File: src/rtl/aperture_remap_pkg.sv
// Package: shared constants, entry type and window helper for the
// aperture remapping table. Assumes 32-bit bus addresses and 4 KiB pages.
package aperture_remap_pkg;

    localparam int unsigned PAGE_SHIFT = 12;
    localparam int unsigned FRAME_W    = 31 - PAGE_SHIFT;
    localparam int unsigned REG_AW     = 4;

    localparam logic [REG_AW-1:0] OFF_CTRL  = 4'h0;
    localparam logic [REG_AW-1:0] OFF_PSEL  = 4'h4;
    localparam logic [REG_AW-1:0] OFF_EDATA = 4'h8;

    // One table entry: valid flag and physical page frame.
    typedef struct packed {
        logic               valid;
        logic [FRAME_W-1:0] frame;
    } pte_t;

    // True when address a lies in [base, lim) with lim held in 33 bits.
    function automatic logic in_window(input logic [31:0] a,
                                       input logic [31:0] base,
                                       input logic [32:0] lim);
        return ({1'b0, a} >= {1'b0, base}) && ({1'b0, a} < lim);
    endfunction

endpackage

File: src/rtl/aperture_remap_table.sv
// Module: entry storage. One register per page, cleared to invalid on
// reset, with one write port and two independent combinational read
// ports (register side and translation side). A write updates at the
// clock edge, so a same-cycle read still sees the previous entry.
// Assumes every index presented is below NUM_PAGES.
module aperture_remap_table
    import aperture_remap_pkg::*;
#(
    parameter int unsigned NUM_PAGES = 32,
    localparam int unsigned IDX_W = (NUM_PAGES > 1) ? $clog2(NUM_PAGES) : 1
) (
    input  logic             clk,
    input  logic             rst_n,
    input  logic             wr_en,
    input  logic [IDX_W-1:0] wr_idx,
    input  pte_t             wr_entry,
    input  logic [IDX_W-1:0] rd_idx_a,
    output pte_t             rd_entry_a,
    input  logic [IDX_W-1:0] rd_idx_b,
    output pte_t             rd_entry_b
);

    pte_t slots [NUM_PAGES];

    for (genvar g = 0; g < NUM_PAGES; g++) begin : g_slot
        // Hold one page entry; clear on reset, load on a matching write.
        always_ff @(posedge clk) begin
            if (!rst_n) begin
                slots[g] <= '0;
            end else if (wr_en && (wr_idx == IDX_W'(g))) begin
                slots[g] <= wr_entry;
            end
        end
    end

    // Register-side read port.
    always_comb rd_entry_a = slots[rd_idx_a];

    // Translation-side read port.
    always_comb rd_entry_b = slots[rd_idx_b];

endmodule

File: src/rtl/aperture_remap_regs.sv
// Module: register window. Holds the enable bit and the page-select
// register, turns entry data accesses into table writes and reads, and
// registers the read data one cycle after the read strobe. Entry data
// accesses with the page select outside the aperture write nothing and
// read zero. Unknown offsets read zero and ignore writes.
module aperture_remap_regs
    import aperture_remap_pkg::*;
#(
    parameter logic [31:0] APER_BASE = 32'h4000_0000,
    parameter int unsigned NUM_PAGES = 32,
    localparam int unsigned IDX_W = (NUM_PAGES > 1) ? $clog2(NUM_PAGES) : 1,
    localparam logic [32:0] APER_LIM =
        {1'b0, APER_BASE} + ({1'b0, 32'(NUM_PAGES)} << PAGE_SHIFT)
) (
    input  logic              clk,
    input  logic              rst_n,
    input  logic              reg_wr,
    input  logic              reg_rd,
    input  logic [REG_AW-1:0] reg_addr,
    input  logic [31:0]       reg_wdata,
    output logic [31:0]       reg_rdata,
    output logic              cfg_en,
    output logic              tbl_wr_en,
    output logic [IDX_W-1:0]  tbl_idx,
    output pte_t              tbl_wr_entry,
    input  pte_t              tbl_rd_entry
);

    logic [31-PAGE_SHIFT:0] psel_q;
    logic [31:0]            psel_addr;
    logic [31:0]            psel_off;
    logic                   psel_in;
    logic [31:0]            rd_mux;
    logic                   unused_bits;

    // Enable bit: cleared on reset, loaded from bit 0 on a control write.
    always_ff @(posedge clk) begin
        if (!rst_n) begin
            cfg_en <= 1'b0;
        end else if (reg_wr && (reg_addr == OFF_CTRL)) begin
            cfg_en <= reg_wdata[0];
        end
    end

    // Page-select register: keeps only the page-number bits.
    always_ff @(posedge clk) begin
        if (!rst_n) begin
            psel_q <= '0;
        end else if (reg_wr && (reg_addr == OFF_PSEL)) begin
            psel_q <= reg_wdata[31:PAGE_SHIFT];
        end
    end

    // Turn the selected aperture address into a table index and range flag.
    always_comb begin
        psel_addr = {psel_q, {PAGE_SHIFT{1'b0}}};
        psel_off  = psel_addr - APER_BASE;
        psel_in   = in_window(psel_addr, APER_BASE, APER_LIM);
        tbl_idx   = psel_off[PAGE_SHIFT +: IDX_W];
    end

    // Entry data writes reach the table only while the select is in range.
    always_comb begin
        tbl_wr_en          = reg_wr && (reg_addr == OFF_EDATA) && psel_in;
        tbl_wr_entry.valid = reg_wdata[31];
        tbl_wr_entry.frame = reg_wdata[30:PAGE_SHIFT];
    end

    // Select the read value for the addressed register.
    always_comb begin
        unique case (reg_addr)
            OFF_CTRL:  rd_mux = {31'b0, cfg_en};
            OFF_PSEL:  rd_mux = psel_addr;
            OFF_EDATA: rd_mux = psel_in ? {tbl_rd_entry.valid, tbl_rd_entry.frame,
                                           {PAGE_SHIFT{1'b0}}} : 32'b0;
            default:   rd_mux = 32'b0;
        endcase
    end

    // Read data register: updated on each read strobe, held otherwise.
    always_ff @(posedge clk) begin
        if (!rst_n) begin
            reg_rdata <= '0;
        end else if (reg_rd) begin
            reg_rdata <= rd_mux;
        end
    end

    assign unused_bits = ^{reg_wdata[PAGE_SHIFT-1:1], psel_off};

endmodule

File: src/rtl/aperture_remap_xlate.sv
// Module: translation path. Checks the request against the aperture,
// looks up the entry and registers a one-cycle response. A fault wins
// over the address, which is then forced to zero. The response register
// samples the table before any same-edge write takes effect.
module aperture_remap_xlate
    import aperture_remap_pkg::*;
#(
    parameter logic [31:0] APER_BASE = 32'h4000_0000,
    parameter int unsigned NUM_PAGES = 32,
    localparam int unsigned IDX_W = (NUM_PAGES > 1) ? $clog2(NUM_PAGES) : 1,
    localparam logic [32:0] APER_LIM =
        {1'b0, APER_BASE} + ({1'b0, 32'(NUM_PAGES)} << PAGE_SHIFT)
) (
    input  logic             clk,
    input  logic             rst_n,
    input  logic             req_valid,
    input  logic [31:0]      req_addr,
    input  logic             cfg_en,
    output logic [IDX_W-1:0] lookup_idx,
    input  pte_t             lookup_entry,
    output logic             resp_valid,
    output logic [31:0]      resp_paddr,
    output logic             resp_fault
);

    logic [31:0] req_off;
    logic        req_in;
    logic        hit_fault;
    logic [31:0] hit_paddr;
    logic        unused_bits;

    // Index and window check for the incoming address.
    always_comb begin
        req_off    = req_addr - APER_BASE;
        req_in     = in_window(req_addr, APER_BASE, APER_LIM);
        lookup_idx = req_off[PAGE_SHIFT +: IDX_W];
    end

    // Fault decision and address assembly; the fault takes priority.
    always_comb begin
        hit_fault = !cfg_en || !req_in || !lookup_entry.valid;
        hit_paddr = hit_fault ? 32'b0
                              : {1'b0, lookup_entry.frame, req_addr[PAGE_SHIFT-1:0]};
    end

    // Response register: one cycle after a request, all zero when idle.
    always_ff @(posedge clk) begin
        if (!rst_n) begin
            resp_valid <= 1'b0;
            resp_paddr <= '0;
            resp_fault <= 1'b0;
        end else begin
            resp_valid <= req_valid;
            resp_paddr <= req_valid ? hit_paddr : 32'b0;
            resp_fault <= req_valid && hit_fault;
        end
    end

    assign unused_bits = ^req_off;

endmodule

File: src/rtl/aperture_remap.sv
// Module: top of the aperture remapping table. Connects the register
// window, entry storage and translation path. Assumes APER_BASE is 4 KiB
// aligned and the aperture does not wrap past the top of the bus space.
module aperture_remap
    import aperture_remap_pkg::*;
#(
    parameter logic [31:0] APER_BASE = 32'h4000_0000,
    parameter int unsigned NUM_PAGES = 32
) (
    input  logic        clk,
    input  logic        rst_n,
    input  logic        reg_wr,
    input  logic        reg_rd,
    input  logic [3:0]  reg_addr,
    input  logic [31:0] reg_wdata,
    output logic [31:0] reg_rdata,
    input  logic        xl_req_valid,
    input  logic [31:0] xl_req_addr,
    output logic        xl_resp_valid,
    output logic [31:0] xl_resp_paddr,
    output logic        xl_resp_fault
);

    localparam int unsigned IDX_W = (NUM_PAGES > 1) ? $clog2(NUM_PAGES) : 1;

    logic             cfg_en;
    logic             tbl_wr_en;
    logic [IDX_W-1:0] tbl_idx;
    pte_t             tbl_wr_entry;
    pte_t             tbl_rd_entry;
    logic [IDX_W-1:0] xl_idx;
    pte_t             xl_entry;

    aperture_remap_regs #(
        .APER_BASE (APER_BASE),
        .NUM_PAGES (NUM_PAGES)
    ) u_regs (
        .clk          (clk),
        .rst_n        (rst_n),
        .reg_wr       (reg_wr),
        .reg_rd       (reg_rd),
        .reg_addr     (reg_addr),
        .reg_wdata    (reg_wdata),
        .reg_rdata    (reg_rdata),
        .cfg_en       (cfg_en),
        .tbl_wr_en    (tbl_wr_en),
        .tbl_idx      (tbl_idx),
        .tbl_wr_entry (tbl_wr_entry),
        .tbl_rd_entry (tbl_rd_entry)
    );

    aperture_remap_table #(
        .NUM_PAGES (NUM_PAGES)
    ) u_table (
        .clk        (clk),
        .rst_n      (rst_n),
        .wr_en      (tbl_wr_en),
        .wr_idx     (tbl_idx),
        .wr_entry   (tbl_wr_entry),
        .rd_idx_a   (tbl_idx),
        .rd_entry_a (tbl_rd_entry),
        .rd_idx_b   (xl_idx),
        .rd_entry_b (xl_entry)
    );

    aperture_remap_xlate #(
        .APER_BASE (APER_BASE),
        .NUM_PAGES (NUM_PAGES)
    ) u_xlate (
        .clk          (clk),
        .rst_n        (rst_n),
        .req_valid    (xl_req_valid),
        .req_addr     (xl_req_addr),
        .cfg_en       (cfg_en),
        .lookup_idx   (xl_idx),
        .lookup_entry (xl_entry),
        .resp_valid   (xl_resp_valid),
        .resp_paddr   (xl_resp_paddr),
        .resp_fault   (xl_resp_fault)
    );

endmodule

File: config.mk
export PLATFORM = sky130hd
export DESIGN_NAME = aperture_remap
export DESIGN_NICKNAME = d
export VERILOG_FILES = /design/src/rtl/aperture_remap_pkg.sv /design/src/rtl/aperture_remap_table.sv /design/src/rtl/aperture_remap_regs.sv /design/src/rtl/aperture_remap_xlate.sv /design/src/rtl/aperture_remap.sv
export SDC_FILE = /design/constraint.sdc
export NUM_CORES = 1
export LEC_CHECK = 0
export CAP_MARGIN = 20
export CORE_ASPECT_RATIO = 1.1
export CORE_MARGIN = 3
export CORE_UTILIZATION = 55
export DETAILED_ROUTE_END_ITERATION = 8
export DONT_BUFFER_PORTS = 1
export PLACE_DENSITY = 0.73
export SYNTH_ARGS = -nofsm -noshare
export SYNTH_HDL_FRONTEND = slang
export SYNTH_SLANG_ARGS = --single-unit
File: constraint.sdc
create_clock -name clk -period 3 [get_ports clk]
set_input_delay 0.3 -clock clk [delete_from_list [all_inputs] [get_ports clk]]
set_output_delay 0.3 -clock clk [all_outputs]
set_load 0.02 [all_outputs]
# After elaboration in Yosys (flattened, before gate mapping)

Memory sizes are Yosys's and may differ from the RTL's.
Index checks and enable logic that the tools add are counted.

$lt $le $gt $ge: 4
Bitwise logic cells: 34
Reductions and logical operators: 48
Equality and inequality tests: 33
Mux-type cells: 131
$add $sub $neg: 2

Operators by type and width:

| kind                                                                                   | number |
|---|---|
| 20-bit 2-to-1 mux                                                                      | 32 |
| 1-bit 2-to-1 mux                                                                       | 97 |
| 32-bit one-hot mux with 3 select lines                                                 | 1 |
| 5-bit equality test (second input constant)                                            | 16 |
| 32-bit by 31-bit greater-or-equal comparator with 1-bit output (second input constant) | 2 |
| 32-bit by 31-bit less-than comparator with 1-bit output (second input constant)        | 2 |
| 5-bit by 4-bit equality test with 1-bit output (second input constant)                 | 8 |
| 1-bit logical AND                                                                      | 39 |
| 17-bit by 1-bit subtractor with 17-bit output (second input constant)                  | 2 |
| 32-bit 2-to-1 mux                                                                      | 1 |
| 1-bit OR                                                                               | 32 |
| 5-bit by 3-bit equality test with 1-bit output (second input constant)                 | 4 |
| 5-bit by 2-bit equality test with 1-bit output (second input constant)                 | 2 |
| 5-bit by 1-bit equality test with 1-bit output (second input constant)                 | 1 |
| 5-bit zero test                                                                        | 1 |
| 4-bit by 3-bit equality test with 1-bit output (second input constant)                 | 1 |
| 4-bit equality test (second input constant)                                            | 1 |
| 4-bit zero test                                                                        | 1 |
| 1-bit zero test                                                                        | 3 |
| 3-bit OR reduction                                                                     | 1 |
| 1-bit logical OR                                                                       | 2 |
| 1-bit inverter                                                                         | 2 |
| 2-bit AND reduction                                                                    | 1 |

Bits of input ports: 73
Output and inout bits: 66
Memories: 1
Memory bits (writable): 640
Register bits: 87
Word-level logic and storage cells: 260

Memory list:

| memory        | words | bits a word | read ports | clocked after Yosys merged registers in | wr ports | RTL line                   | RTL |
|---|---|---|---|---|---|---|---|
| u_table.slots | 32    | 20          | 2          | 0                                       | 32       | aperture_remap_table.sv:23 | `pte_t slots [NUM_PAGES];` |

# Logic depth before layout (Yosys ltp)

Gate-level depths: netlist of run 1.

Depth after elaboration: 8
Gate-level depth with buffers: 8
Depth with buffers taken out: 5

# Modules after synthesis

A second synthesis of run 1 with hierarchy kept.

Cells, all modules: 3313
Area total of the unflattened synthesis: 39028.7 µm²

Modules (own cells, without submodules):

| module               | instances | sequential area each (µm²) | area an instance (µm²) | cells each |
|---|---|---|---|---|
| aperture_remap_table | 1         | 19218.4                    | 35545.3                | 2917 |
| aperture_remap_regs  | 1         | 840.8                      | 2177.1                 | 279 |
| aperture_remap_xlate | 1         | 660.6                      | 1306.3                 | 117 |

# Worst setup path before layout of run 1

No wires, ideal clock.

Path kind: flip-flop to flip-flop
From: register u_regs.psel_q[6]
To: memory u_table.slots[3][0] (netlist bit) (enable)
Slack: -0.189 ns
Clock period less this slack: 3.189 ns
Path buffers: 2
Cell stages (with the launch flop): 7
Setup time: 0.425 ns
Required time: 2.575 ns
Arrival: 2.765 ns
Cell sequence: dfxtp_1 > nor4_1 > and4_1 > buf_2 > nand4b_1 > clkbuf_1 > o21ai_0

RTL lines:

| element                | RTL line                   | RTL |
|---|---|---|
| from (decl)            | aperture_remap_regs.sv:29  | `logic [31-PAGE_SHIFT:0] psel_q;` |
| from (signal assigned) | aperture_remap_regs.sv:50  | `psel_q <= reg_wdata[31:PAGE_SHIFT];` |
| to (decl)              | aperture_remap_table.sv:23 |  |

==> metrics.md, run 1 <==
| Metric | Value |
|---|---|
| Drt pass-1 iters | `5` |
| RSZ-0062 raised after global routing | `false` |
| Worst Slack Setup Final | `~0.11 ns` |
| Clock power share | `41.5%` |
| Commonest cells after routing, fill and taps aside | `644 x and2_1, 640 x edfxtp_1, 321 x mux4_2` |
| Row Count | `~100` |
| Total wire length | `114,800 um` |
| FFs w/ async S/R, synth | `0%` |
| Vias/cell | `between 6 and 7` |
| Share of cells above drive strength 1 | `27.50%` |
| Ys flop type | `edfxtp_1` |
| Post-synth EDFFs | `640` |
| Placement Setup Slack | `0.3051 ns` |
| Worst hold path type | `in2reg` |
| Final Cycle Share | `96.48%` |
| P_sw | `approximately 5 mW` |
| Setup crit start kind | `input pin` |
| Net Sw Frac | `~23%` |
| Max H-tree Level | `3` |
| Synth top area cells | `edfxtp_1 52%, mux4_2 19%, and2_1 11%` |
| CTS clk-pin slew, worst paths | `0.06 ns` |
| Worst-margin pin slew | `about 0.97 ns` |
| CTS tree | `yes` |
| DRT iter0 DRCs | `3,613` |
| Fin crit period | `roughly 2.9 ns` |
| Design Area, Final | `41,660 um^2` |
| Fill cells | `roughly 4,700` |
| Buffers on Ports | `0` |
| Die H | `between 200 and 300 um` |
| Crit path DAT | `3.47 ns` |
| Clk sinks | `720` |
| Hpwl dp | `between 70,000 and 80,000 um` |
| Clock Latency Late Sink | `0.64 ns` |
| Final hold slack | `0.02358 ns` |
| Initial antenna violation count | `7` |
| Max FO, Critical Path | `23` |
| Mean area per synthesized cell | `14.63 um^2` |
| CTS Buf Count | `74` |
| Clock root cell | `clkbuf_16` |
| DRC viols | `0` |
| Non-filler cells, final | `3,474` |
| WS Path Type | `in2reg` |
| CP endpoint kind | `flop` |
| Unique cell type count in the Yosys netlist | `47` |
| Final Hold Vio Count | `0` |
| Area leader, netlist | `edfxtp_1` |
| Register bit total from synthesis | `720` |
| Required @ worst endpoint | `around 3.6 ns` |
| GRT Util Overall | `about a third` |
| Max Cap Viol | `0` |
| Routed vias | `approximately 24,000` |
| Mapped Cells | `~2,600` |
| Leak | `14.44 nW` |
| Worst vdd ir | `between 300 and 400 uV` |
| Mapped cell area | `about 37,000 um^2` |
| Top Ports | `139` |
| First-pass GRT wire length | `163,400 um` |
| Die width | `254.3 um` |
| Slew Viols, Final | `0` |
| DP Cell Count | `3,274` |
| Yosys warning count | `0` |
| Multi-input combinational cell area | `15,410 um^2` |
| Tot Pwr | `approximately 22 mW` |
| Initial Util | `55.86%` |
| Yosys top cell area share | `about 50%` |
| Final Core Density | `62.40%` |
| Fin nets | `around 2,600` |
| Area grow syn2layout | `11.72%` |
| P_int | `17.10 mW` |
| Seq/Total Area, Yosys | `55.83%` |
| Core ar. | `66,770 um^2` |
| Clock Path Buffers | `3` |
| Vias in the first global route | `~24,000` |
| Wire per inst | `33.04 um` |
| Largest net degree at the start of global routing | `159` |
| Commonest non-fill, non-tap cell in the layout | `and2_1` |
| Register Area | `20,840 um^2` |
| Full die area | `roughly 71,000 um^2` |
| Final setup violation count | `0` |
| Gr ovfl total | `0` |
| Slew headroom | `35.21%` |
| Antenna viol nets, final | `0` |
| DP Area | `38,420 um^2` |
| Sum Neg Setup Slack | `0 ns` |
| Sequential power share | `51.3%` |
| Status | `finished clean` |
| Logic pwr share | `7.3%` |
| GPL Wtd Cong | `0.9309` |
| Fmax | `about 350 MHz` |
| Pwr Density | `531.1 nW/um^2` |
| Clock Skews | `about 0.037 ns` |
==> what timing repair did <==
action,4_1_cts,5_1_grt
endpoints found under the setup margin,0,1
hold endpoints to repair,700,0
hold buffers,60,0
gates resized for setup,0,3
setup buffers,0,2
==> flip-flops by register name, indices dropped and copies added (netlist names), named ones only <==
name                flops
u_regs.reg_rdata       21
u_xlate.resp_fault      1
u_xlate.resp_valid      1
u_regs.psel_q          20
u_regs.cfg_en           1
u_xlate.resp_paddr     31
u_table.slots         640
==> Yosys cell counts, types with 13 or more instances <==
cell and number:
a21oi_1 21, o22ai_1 56, mux2i_1 29, buf_2 44, a31oi_1 13, and2_1 644
edfxtp_1 640, mux2_2 72, a211o_1 13, o21ai_0 49, mux4_2 321, clkbuf_1 195
or4_1 13, a21boi_0 22, dfxtp_1 80, nor4_2 16, nor3_1 14, nand2_1 74
a211oi_1 19, nor2_1 65, buf_4 26, nor2b_1 40
==> cells by family (layout without fill, tap and decap cells) <==
| group | Yosys count | in the layout | share of synthesized area [%] |
|---|---|---|---|
| buf+inv | 282 | 336 | 3.368 |
| compound gates | 218 | 218 | 3.888 |
| mux | 422 | 422 | 22.34 |
| simple gates | 907 | 907 | 14.57 |
| other cells | 1 | 13 | 0.01006 |
| flops | 720 | 720 | 55.83 |
==> final timing paths <==
check / slack (ns) / endpoint / cells past startpoint / start
worst min register to register: 0.48 / u_regs.psel_q[19] / 2 / u_regs.psel_q[19]
worst max-delay path: 0.11 / u_regs.reg_rdata[13] / 8 / reg_rd
worst max register to register: 0.14 / u_regs.reg_rdata[13] / 6 / flop
worst min-delay path: 0.02 / u_regs.psel_q[15] / 3 / reg_wdata[27]
==> area by class of cell <==
cell class,count,area share [%]
Timing Repair Buffer,197,4.685
Multi-Input combinational cell,1559,36.98
Inverter,4,0.03604
Tap cell,858,2.577
Sequential cell,720,50.01
Antenna cell,1,0.006006
Clock buffer,96,4.850
Clock inverter,39,0.8559
==> layer usage <==
metal | global-route usage, % | vias to the layer above | part of all wire, %
li1 | - | 9686 | -
met1 | 40.75 | 12031 | 34
met2 | 52.04 | 1564 | 48
met3 | 6.921 | 317 | 11
met4 | 20.19 | 4 | 7.3
met5 | 0 | - | 0.023
==> critical path, stage by stage <==
cell and delay (ns):
dlygate4sd3_1 1.17, inv_1 0.23, a2111oi_2 0.44, buf_4 0.32, nand4_1 0.12, a21oi_1 0.13
a32o_1 0.18, dlygate4sd3_1 0.55
==> power by group through the flow <==
stage | sequential (mW) | combinational [mW] | clock, mW
floorplan | 11.5 | 1.08 | 0
global placement | 11.5 | 1.31 | 0
detailed placement | 11.5 | 1.32 | 0
CTS | 11.3 | 1.57 | 9.20
global route | 11.4 | 1.65 | 9.60
finish | 11.3 | 1.61 | 9.18
(Power assumes the default switching activity.)
==> run 2: changes to the inputs <==
--- a/config.mk
+++ b/config.mk
@@ -6,12 +6,13 @@
 export NUM_CORES = 1
 export LEC_CHECK = 0
 export CAP_MARGIN = 20
-export CORE_ASPECT_RATIO = 1.1
+export CORE_ASPECT_RATIO = 1.2
 export CORE_MARGIN = 3
 export CORE_UTILIZATION = 55
 export DETAILED_ROUTE_END_ITERATION = 8
 export DONT_BUFFER_PORTS = 1
-export PLACE_DENSITY = 0.73
+export PLACE_DENSITY = 0.7
+export SETUP_SLACK_MARGIN = 0.02
 export SYNTH_ARGS = -nofsm -noshare
 export SYNTH_HDL_FRONTEND = slang
 export SYNTH_SLANG_ARGS = --single-unit
==> constraint.sdc (replaced) <==
create_clock -name clk -period 3.05 [get_ports clk]
set_input_delay 0.305 -clock clk [delete_from_list [all_inputs] [get_ports clk]]
set_output_delay 0.305 -clock clk [all_outputs]
set_load 0.02 [all_outputs]
==> run 2 against run 1 <==
- critical path depth is 2 lower
- first-iteration DRC count is 11% lower
- critical path type is now reg2reg
- sequential power hardly changed
- critical endpoint is now u_regs.reg_rdata[15]
- combinational power hardly changed
- sequential share of layout area is 0.31 points lower
- largest power group unchanged
- cell area is 0.63% higher
==> metrics.md, run 2 (synthesized netlist as in run 1, its figures left out) <==
| Metric | Value |
|---|---|
| Status | `finished clean` |
| Crit path cell chain | `buf_12, mux4_2, o22ai_1, or4_1, a31oi_1, dlygate4sd3_1` |
| CTS clk-pin slew, worst paths | `~0.06 ns` |
| P_int | `17.01 mW` |
| Non-filler cells, final | `3,500` |
| Die width | `243.7 um` |
| Final Hold Vio Count | `0` |
| Clock Path Buffers | `3` |
| Clock root cell | `clkbuf_16` |
| Final Cycle Share | `between 90% and 100%` |
| First-pass GRT wire length | `167,900 um` |
| Routed vias | `23,630` |
| CP endpoint kind | `flop` |
| Setup crit start kind | `flop` |
| Fill cells | `roughly 4,700` |
| Vias/cell | `6.751` |
| Worst hold path type | `in2reg` |
| Vias in the first global route | `24,021` |
| P_sw | `4.874 mW` |
| Largest net degree at the start of global routing | `159` |
| Slowest cell on the critical path | `o22ai_1` |
| Top Ports | `between 100 and 150` |
| Final hold slack | `0.03611 ns` |
| RSZ-0062 raised after global routing | `true` |
| Full die area | `approximately 71,000 um^2` |
| Max Cap Viol | `0` |
| Area grow syn2layout | `12.42%` |
| Worst-margin pin slew | `around 0.94 ns` |
| Crit path DAT | `between 3 and 4 ns` |
| CTS Buf Count | `73` |
| DRT iter0 DRCs | `3,221` |
| GRT Util Overall | `33.22%` |
| CP bufs+invs | `2` |
| Logic pwr share | `~7.4%` |
| Commonest non-fill, non-tap cell in the layout | `and2_1` |
| CTS tree | `yes` |
| Commonest cells after routing, fill and taps aside | `644 x and2_1, 640 x edfxtp_1, 321 x mux4_2` |
| Clock Skews | `between 0.03 and 0.04 ns` |
| Required @ worst endpoint | `3.57 ns` |
| Wire per inst | `33.46 um` |
| Max reg flops | `640` |
| WS Path Type | `reg2reg` |
| Clock Latency Late Sink | `0.64 ns` |
| Sequential power share | `50.9%` |
| Design Area, Final | `41,930 um^2` |
| Slew Viols, Final | `0` |
| Biggest register | `u_table.slots` |
| Fin nets | `2,621` |
| Max H-tree Level | `3` |
| Clk sinks | `720` |
| Clock power share | `between 40% and 50%` |
| Final setup violation count | `0` |
| Delay-heaviest family, CP | `buffers and inverters` |
| Worst vdd ir | `about 340 uV` |
| Max FO, Critical Path | `32` |
| Die H | `291.3 um` |
| Gr ovfl total | `0` |
| Initial antenna violation count | `4` |
| Leak | `around 14 nW` |
| Hpwl dp | `roughly 70,000 um` |
| GPL Wtd Cong | `0.8993` |
| Antenna viol nets, final | `0` |
| Initial Util | `56.08%` |
| Drt pass-1 iters | `6` |
| Fmax | `between 300 and 400 MHz` |
| Fin crit period | `2.937 ns` |
| Share of cells above drive strength 1 | `26.64%` |
| Net Sw Frac | `between 20% and 30%` |
| DRC viols | `0` |
| Row Count | `103` |
| Core ar. | `66,500 um^2` |
| DP Cell Count | `3,283` |
| Pwr Density | `522.0 nW/um^2` |
| Buffers on Ports | `0` |
| Total wire length | `around 120,000 um` |
| Slew headroom | `37.47%` |
| Largest registers | `u_table.slots x640, u_xlate.resp_paddr x31, u_regs.reg_rdata x21` |
| DP Area | `38,480 um^2` |
| Max incr delay on CP | `just under 0.6 ns` |
[run 2: worst paths after layout]
path                         start                   end  slack, ns  cells past startpoint
setup / recovery              flop  u_regs.reg_rdata[15]       0.11                      6
hold / removal       reg_wdata[17]      u_regs.psel_q[5]       0.04                      3
setup reg to reg              flop  u_regs.reg_rdata[15]       0.11                      6
hold reg to reg   u_regs.psel_q[9]      u_regs.psel_q[9]       0.48                      2
[run 2: repair_timing]
item	4_1_cts	5_1_grt
buffers inserted	0	5
endpoints found under the setup margin	0	3
hold buffers	73	0
hold endpoints to repair	700	0
gates resized for setup	0	5
[run 2: worst register-to-register path: stages, from the launching register on]
cell           delay [ns]
dfxtp_4              0.50
buf_12               0.29
mux4_2               0.59
o22ai_1              0.59
or4_1                0.22
a31oi_1              0.07
dlygate4sd3_1        0.56
[run 2: cell type report]
cell class,count,area (um^2),area share [%]
sequential,720,20840,49.70
multi-input combinational,1559,15410,36.77
timing repair buffer,190,2150,5.127
clock buffer,96,2038,4.862
tap,892,1116,2.662
clock inverter,36,349.1,0.8326
inverter,4,15.01,0.03581
antenna,3,7.507,0.01791
[run 2: power by group through the flow]
stage | combinational (mW) | clock (mW) | sequential [mW]
floorplan | 1.06 | 0 | 11.3
global placement | 1.31 | 0 | 11.3
detailed placement | 1.32 | 0 | 11.4
CTS | 1.58 | 9.17 | 11.1
global route | 1.66 | 9.56 | 11.2
finish | 1.62 | 9.12 | 11.2
[run 2: routing by layer]
layer | global-route usage (%) | wire, um
met1 | 41.92 | 40060
met2 | 51.83 | 55190
met4 | 19.23 | 7585
met3 | 9.324 | 14240
met5 | 0 | 27
[run 2: through the flow]
| step | utilization (%) | TNS [ns] | setup WS [ns] | power (mW) |
|---|---|---|---|---|
| after floorplan | - | -38.68 | -0.1394 | 12.36 |
| after global placement | 57.86 | 0 | 0.5152 | 12.63 |
| after detailed placement | 57.86 | 0 | 0.4928 | 12.68 |
| after CTS | 62.82 | 0 | 0.04504 | 21.89 |
| after global routing | 63.04 | 0 | 0.004990 | 22.39 |
| final | 63.05 | 0 | 0.1129 | 21.89 |
